<file path="config.mk">
export PLATFORM = sky130hd
export DESIGN_NAME = duo_fir
export DESIGN_NICKNAME = d
export VERILOG_FILES = /design/src/rtl/duo_fir_pkg.sv /design/src/rtl/duo_fir_phase.sv /design/src/rtl/duo_fir_post.sv /design/src/rtl/duo_fir.sv
export SDC_FILE = /design/constraint.sdc
export NUM_CORES = 2
export LEC_CHECK = 0
export CORE_MARGIN = 1.5
export CORE_UTILIZATION = 55
export CTS_CLUSTER_SIZE = 12
export DETAILED_ROUTE_END_ITERATION = 8
export PLACE_DENSITY = 0.72
export SLEW_MARGIN = 10
export SYNTH_ARGS = -nofsm -noshare
export SYNTH_HDL_FRONTEND = slang
export SYNTH_SLANG_ARGS = --single-unit
</file>
<file path="constraint.sdc">
create_clock -name clk -period 13.4 [get_ports clk]
set_clock_uncertainty 0.2 [all_clocks]
set_input_delay 2.68 -clock clk [delete_from_list [all_inputs] [get_ports clk]]
set_output_delay 2.68 -clock clk [all_outputs]
set_load 0.03 [all_outputs]
</file>
<file path="src/rtl/duo_fir_pkg.sv">
package duo_fir_pkg;

    typedef enum logic {
        FORM_SUM  = 1'b0,
        FORM_DIFF = 1'b1
    } mid_form_e;

endpackage

</file>
<file path="src/rtl/duo_fir_phase.sv">
// Half-length direct-form sub-filter. The history advances only on adv.
module duo_fir_phase #(
    parameter int                      TAPS = 4,
    parameter int                      IW   = 12,
    parameter int                      CW   = 8,
    parameter int                      SW   = 25,
    parameter logic [TAPS*CW-1:0]      COEF = '0
) (
    input  logic                 clk,
    input  logic                 rst_n,
    input  logic                 adv,
    input  logic signed [IW-1:0] din,
    output logic signed [SW-1:0] acc
);
    localparam int HIST = TAPS - 1;

    logic signed [IW-1:0] hist [HIST];
    logic signed [IW-1:0] taps [TAPS];

    assign taps[0] = din;

    generate
        for (genvar g = 1; g < TAPS; g++) begin : g_tap
            assign taps[g] = hist[g-1];
        end
    endgenerate

    always_ff @(posedge clk or negedge rst_n) begin
        if (!rst_n) begin
            for (int i = 0; i < HIST; i++) hist[i] <= '0;
        end else if (adv) begin
            hist[0] <= din;
            for (int i = 1; i < HIST; i++) hist[i] <= hist[i-1];
        end
    end

    logic signed [SW-1:0] s_sum;
    logic signed [SW-1:0] c_ext;
    logic signed [SW-1:0] d_ext;

    always_comb begin
        s_sum = '0;
        c_ext = '0;
        d_ext = '0;
        for (int k = 0; k < TAPS; k++) begin
            c_ext = SW'($signed(COEF[k*CW +: CW]));
            d_ext = SW'(taps[k]);
            s_sum = s_sum + c_ext * d_ext;
        end
    end

    assign acc = s_sum;

endmodule

</file>
<file path="src/rtl/duo_fir_post.sv">
// Registered post-combiner: forms the even and odd result pair.
module duo_fir_post
    import duo_fir_pkg::*;
#(
    parameter int        SW   = 25,
    parameter int        OW   = 23,
    parameter mid_form_e FORM = FORM_SUM
) (
    input  logic                 clk,
    input  logic                 rst_n,
    input  logic                 adv,
    input  logic signed [SW-1:0] ev_acc,
    input  logic signed [SW-1:0] od_acc,
    input  logic signed [SW-1:0] md_acc,
    output logic                 vld,
    output logic signed [OW-1:0] y0,
    output logic signed [OW-1:0] y1
);
    logic signed [SW-1:0] od_prev;
    logic signed [SW-1:0] y0_next;
    logic signed [SW-1:0] y1_next;

    assign y0_next = ev_acc + od_prev;

    generate
        if (FORM == FORM_SUM) begin : g_sum
            assign y1_next = md_acc - ev_acc - od_acc;
        end else begin : g_diff
            assign y1_next = ev_acc + od_acc - md_acc;
        end
    endgenerate

    always_ff @(posedge clk or negedge rst_n) begin
        if (!rst_n) begin
            od_prev <= '0;
            y0      <= '0;
            y1      <= '0;
            vld     <= 1'b0;
        end else begin
            vld <= adv;
            if (adv) begin
                od_prev <= od_acc;
                y0      <= OW'(y0_next);
                y1      <= OW'(y1_next);
            end
        end
    end

endmodule

</file>
<file path="src/rtl/duo_fir.sv">
module duo_fir
    import duo_fir_pkg::*;
#(
    parameter int                  NTAPS = 8,
    parameter int                  DW    = 12,
    parameter int                  CW    = 8,
    parameter mid_form_e           FORM  = FORM_SUM,
    parameter logic [NTAPS*CW-1:0] COEFS = {8'hFD, 8'h09, 8'hEC, 8'h7F,
                                            8'h5A, 8'h1B, 8'hF4, 8'h80},
    localparam int                 OW    = DW + CW + $clog2(NTAPS)
) (
    input  logic                 clk,
    input  logic                 rst_n,
    input  logic                 in_valid,
    input  logic signed [DW-1:0] x_even,
    input  logic signed [DW-1:0] x_odd,
    output logic                 out_valid,
    output logic signed [OW-1:0] y_even,
    output logic signed [OW-1:0] y_odd
);
    localparam int HALF = NTAPS / 2;
    localparam int MW   = CW + 1;
    localparam int XW   = DW + 1;
    localparam int SW   = OW + 2;

    function automatic logic [HALF*CW-1:0] phase_pick(input int ph);
        logic [HALF*CW-1:0] r;
        r = '0;
        for (int m = 0; m < HALF; m++)
            r[m*CW +: CW] = COEFS[(2*m+ph)*CW +: CW];
        return r;
    endfunction

    function automatic logic [HALF*MW-1:0] mid_pick();
        logic [HALF*MW-1:0] r;
        logic signed [MW-1:0] c0;
        logic signed [MW-1:0] c1;
        r = '0;
        for (int m = 0; m < HALF; m++) begin
            c0 = MW'($signed(COEFS[(2*m)*CW +: CW]));
            c1 = MW'($signed(COEFS[(2*m+1)*CW +: CW]));
            r[m*MW +: MW] = (FORM == FORM_SUM) ? (c0 + c1) : (c0 - c1);
        end
        return r;
    endfunction

    localparam logic [HALF*CW-1:0] EV_COEF = phase_pick(0);
    localparam logic [HALF*CW-1:0] OD_COEF = phase_pick(1);
    localparam logic [HALF*MW-1:0] MD_COEF = mid_pick();

    logic signed [XW-1:0] x_mid;
    logic signed [SW-1:0] ev_acc;
    logic signed [SW-1:0] od_acc;
    logic signed [SW-1:0] md_acc;

    generate
        if (FORM == FORM_SUM) begin : g_pre_sum
            assign x_mid = XW'(x_even) + XW'(x_odd);
        end else begin : g_pre_diff
            assign x_mid = XW'(x_even) - XW'(x_odd);
        end
    endgenerate

    duo_fir_phase #(.TAPS(HALF), .IW(DW), .CW(CW), .SW(SW), .COEF(EV_COEF)) u_even (
        .clk(clk), .rst_n(rst_n), .adv(in_valid), .din(x_even), .acc(ev_acc)
    );

    duo_fir_phase #(.TAPS(HALF), .IW(DW), .CW(CW), .SW(SW), .COEF(OD_COEF)) u_odd (
        .clk(clk), .rst_n(rst_n), .adv(in_valid), .din(x_odd), .acc(od_acc)
    );

    duo_fir_phase #(.TAPS(HALF), .IW(XW), .CW(MW), .SW(SW), .COEF(MD_COEF)) u_mid (
        .clk(clk), .rst_n(rst_n), .adv(in_valid), .din(x_mid), .acc(md_acc)
    );

    duo_fir_post #(.SW(SW), .OW(OW), .FORM(FORM)) u_post (
        .clk(clk), .rst_n(rst_n), .adv(in_valid),
        .ev_acc(ev_acc), .od_acc(od_acc), .md_acc(md_acc),
        .vld(out_valid), .y0(y_even), .y1(y_odd)
    );

endmodule

</file>
==> results.json <==
{
  "run_status": "finished clean",
  "hold_path_class": "reg2reg",
  "biggest_area_contributors_in_the_synthesized_netlist": "fa_1 29%, ha_1 22%, dfrtp_1 15%",
  "synth-compound-area-share": 0.0891,
  "postSynthAreaPerCell_um2": 9.92,
  "syn_to_final_growth_pct": 12.9,
  "yosys.area_share.adder": 0.507,
  "grt_antenna_before_repair": 0,
  "ctsLongestPathBuffers": 2,
  "proportion_of_netlist_area_held_by_the_largest_area_contributor": 0.288,
  "fmax_ghz": 0.0760,
  "post-route-worst-setup-slack_ps": 241,
  "tightest_pin_transition_ps": 967,
  "drt_first_pass_iters": 7,
  "crit_path_max_fanout": 5,
  "placementRows": 85,
  "fp.dieW_um": 238,
  "finalMaxSlewViolations": 0,
  "detail_route.wirelength_um": 68700,
  "timing_hold_violations_final": 0,
  "number_of_enable_flip_flop_cells_after_synthesis": 0,
  "required_ps": 13600,
  "floorplan.die.height_um": 238,
  "vias": 21200,
  "drt_drc_violations_left": 0,
  "overflow": 0,
  "yosysMostFrequentCell": "inv_1",
  "unrepaired_setup_endpoints_after_global_routing": "true",
  "finalSetupViolCount": 0,
  "setup.worst_path.end_class": "flip-flop",
  "critical_path_class": "in2reg",
  "drt-wirelength-per-cell_um": 17.2,
  "grtUsageTotal": 0.258,
  "timing.critical_path.arrival_ps": 13360,
  "synthXorXnorAreaFrac": 0.0589,
  "syn-cell-area_mm2": 0.0303,
  "gp_routability_congestion": 0.894,
  "diodes": 0,
  "portBuffers": 73,
  "clock_latency_on_the_worst_skew_pair_ps": 520,
  "drive_above_1_share": 0.126,
  "grt_first_pass_wirelength_um": 115000,
  "synth_top_family_by_area": "adder cells",
  "finalCritPeriodShare": 0.982,
  "number_of_buffers_added_by_the_clock_tree_synthesis_step": 17,
  "drt-initial-drc-count": 1177,
  "cts_hold_buffers": 0,
  "final_worst_path_period_need_ps": 13160,
  "ioPinCount": 74,
  "maximum_number_of_pins_on_one_net_before_global_route_repair": 84,
  "first_global_vias": 22700,
  "worstSetupStartpointType": "input pin",
  "yosysSeqAreaShare": 0.150,
  "yosys_cell_types": 65,
  "synth_top_cells_by_count": "816 x inv_1, 528 x ha_1, 436 x fa_1",
  "asyncSetResetFlopFracSynth": 1.00,
  "slowest_stage": "or4_4",
  "h-tree-depth": 4,
  "synth.area.mux_share": 0.0379,
  "clock_tree_from_tritoncts": "yes",
  "netlist_instances": 3050,
  "avgViaCountPerCell": 5.30,
  "cap_violations": 0,
  "synth-seq-cells": 181,
  "timing.critical_path.slowest_cell_delay_ps": 560,
  "design.core.area_mm2": 0.0541,
  "slew_headroom": 0.350,
  "clock_tree.root_cell": "clkbuf_16",
  "synth_fp_nets": 4041,
  "post_synth_and_or_nand_nor_area_fraction": 0.0527,
  "detailed_place_hpwl_um": 57700,
  "pre_cts_ws_ps": -1020,
  "dominantRegCellSynth": "dfrtp_1",
  "finalNetCount": 4289,
  "synth.largest_area_cell": "fa_1",
  "die_area_mm2": 0.0564,
  "path_clk_slew_ps": 80,
  "yosys_warnings": 0,
  "clock-sinks": 181,
  "initial_utilization": 0.559,
  "antenna_left": 0
}
-- state kept, by name, summed over array words and instances, names as in the netlist, 12 cells and up --
signal,cells
u_even.d_ext,12
u_even.hist,24
u_mid.d_ext,13
u_mid.hist,26
u_odd.d_ext,12
u_odd.hist,24
u_post.od_prev,23
u_post.y0,23
u_post.y1,23
-- timing repair --
item,4_1_cts,5_1_grt
setup endpoints to repair,4,8
pin swaps,11,65
setup buffers,1,5
resized for setup,16,69
-- metal layers --
| layer | up-vias | part of all wire | track usage |
|---|---|---|---|
| met5 | - | 0 | 0 |
| met4 | 0 | 0.027 | 0.0890 |
| met3 | 84 | 0.032 | 0.0317 |
| met2 | 313 | 0.50 | 0.440 |
| met1 | 10700 | 0.45 | 0.342 |
| li1 | 10200 | - | - |
-- cell families (layout without fill, tap and decap cells) --
group                    count (synthesis)  count (layout)
AO/OA/AOI/OAI                          424             424
AND/OR/NAND/NOR                        334             334
adder cells (fa/ha/maj)                964             964
multiplexers                           102             102
buffers and inverters                  847            1108
XOR/XNOR                               198             198
flip-flops                             181             181
-- final cells by class --
cell class	count	area [µm²]
multi-input cells	2022	23000
flip-flops and latches	181	4530
clock buffers	17	425
repair buffers	260	2140
inverters	816	3060
fillers	4363	20000
well taps	696	871
clock inverters	15	164
-- layout by cell type, fill, tap and decap left out, types with 9 or more instances in the layout --
cell             instances
clkbuf_16               17
xor2_1                  62
ha_4                    11
nand2b_1                16
nand3_1                 18
a21oi_1                110
o21ai_0                105
buf_4                  187
a21o_1                  56
or2_2                   10
nand2_1                112
dfrtp_1                181
a21oi_2                  9
mux2_2                 101
inv_1                  814
or3_1                    9
xnor2_1                129
fa_1                   434
nor2b_1                 19
o21bai_1                23
nor3_1                  27
clkdlybuf4s50_1         70
and3_1                   9
nor2_1                  75
ha_1                   514
o21a_1                  25
-- through the flow --
stage / area [µm²] / setup TNS [ps] / cells / hold WS, ps / utilization
5_1_grt: 34200 / -154 / 4007 / 312 / 0.631
3_5_place_dp: 33100 / -4260 / 3969 / 277 / 0.612
6_report: 34200 / 0 / 4007 / 290 / 0.631
3_3_place_gp: 33100 / -2800 / 3969 / 267 / 0.612
4_1_cts: 33800 / 0 / 4002 / 298 / 0.624
2_1_floorplan: 30300 / 0 / 3050 / 252 / -
-- final timing paths --
path | start | endpoint | slack (ps) | depth (start not counted)
max in group asynchronous | rst_n | u_mid.hist[36]$_DFFE_PN0P_ | 8970 | 3
max reg2reg | u_odd.hist[27]$_DFFE_PN0P_ | u_post.y1[22]$_DFFE_PN0P_ | 1500 | 48
max | x_odd[1] | u_post.y1[22]$_DFFE_PN0P_ | 240 | 42
min reg2reg | u_post.y1[6]$_DFFE_PN0P_ | u_post.y1[6]$_DFFE_PN0P_ | 290 | 1
min in group asynchronous | rst_n | u_post.y1[17]$_DFFE_PN0P_ | 2010 | 1
min | u_post.y1[6]$_DFFE_PN0P_ | u_post.y1[6]$_DFFE_PN0P_ | 290 | 1
-- worst max-delay path, delay by kind of cell --
family	cells	cell delay, ps
buf+inv	10	1070
compound gates	8	1530
fa+ha+maj	16	6230
simple gates	4	930
xor+xnor	3	630
mux	1	260
Power is not shown: default switching activity piles up to over one toggle a cycle in this logic, so the estimate is an artifact.
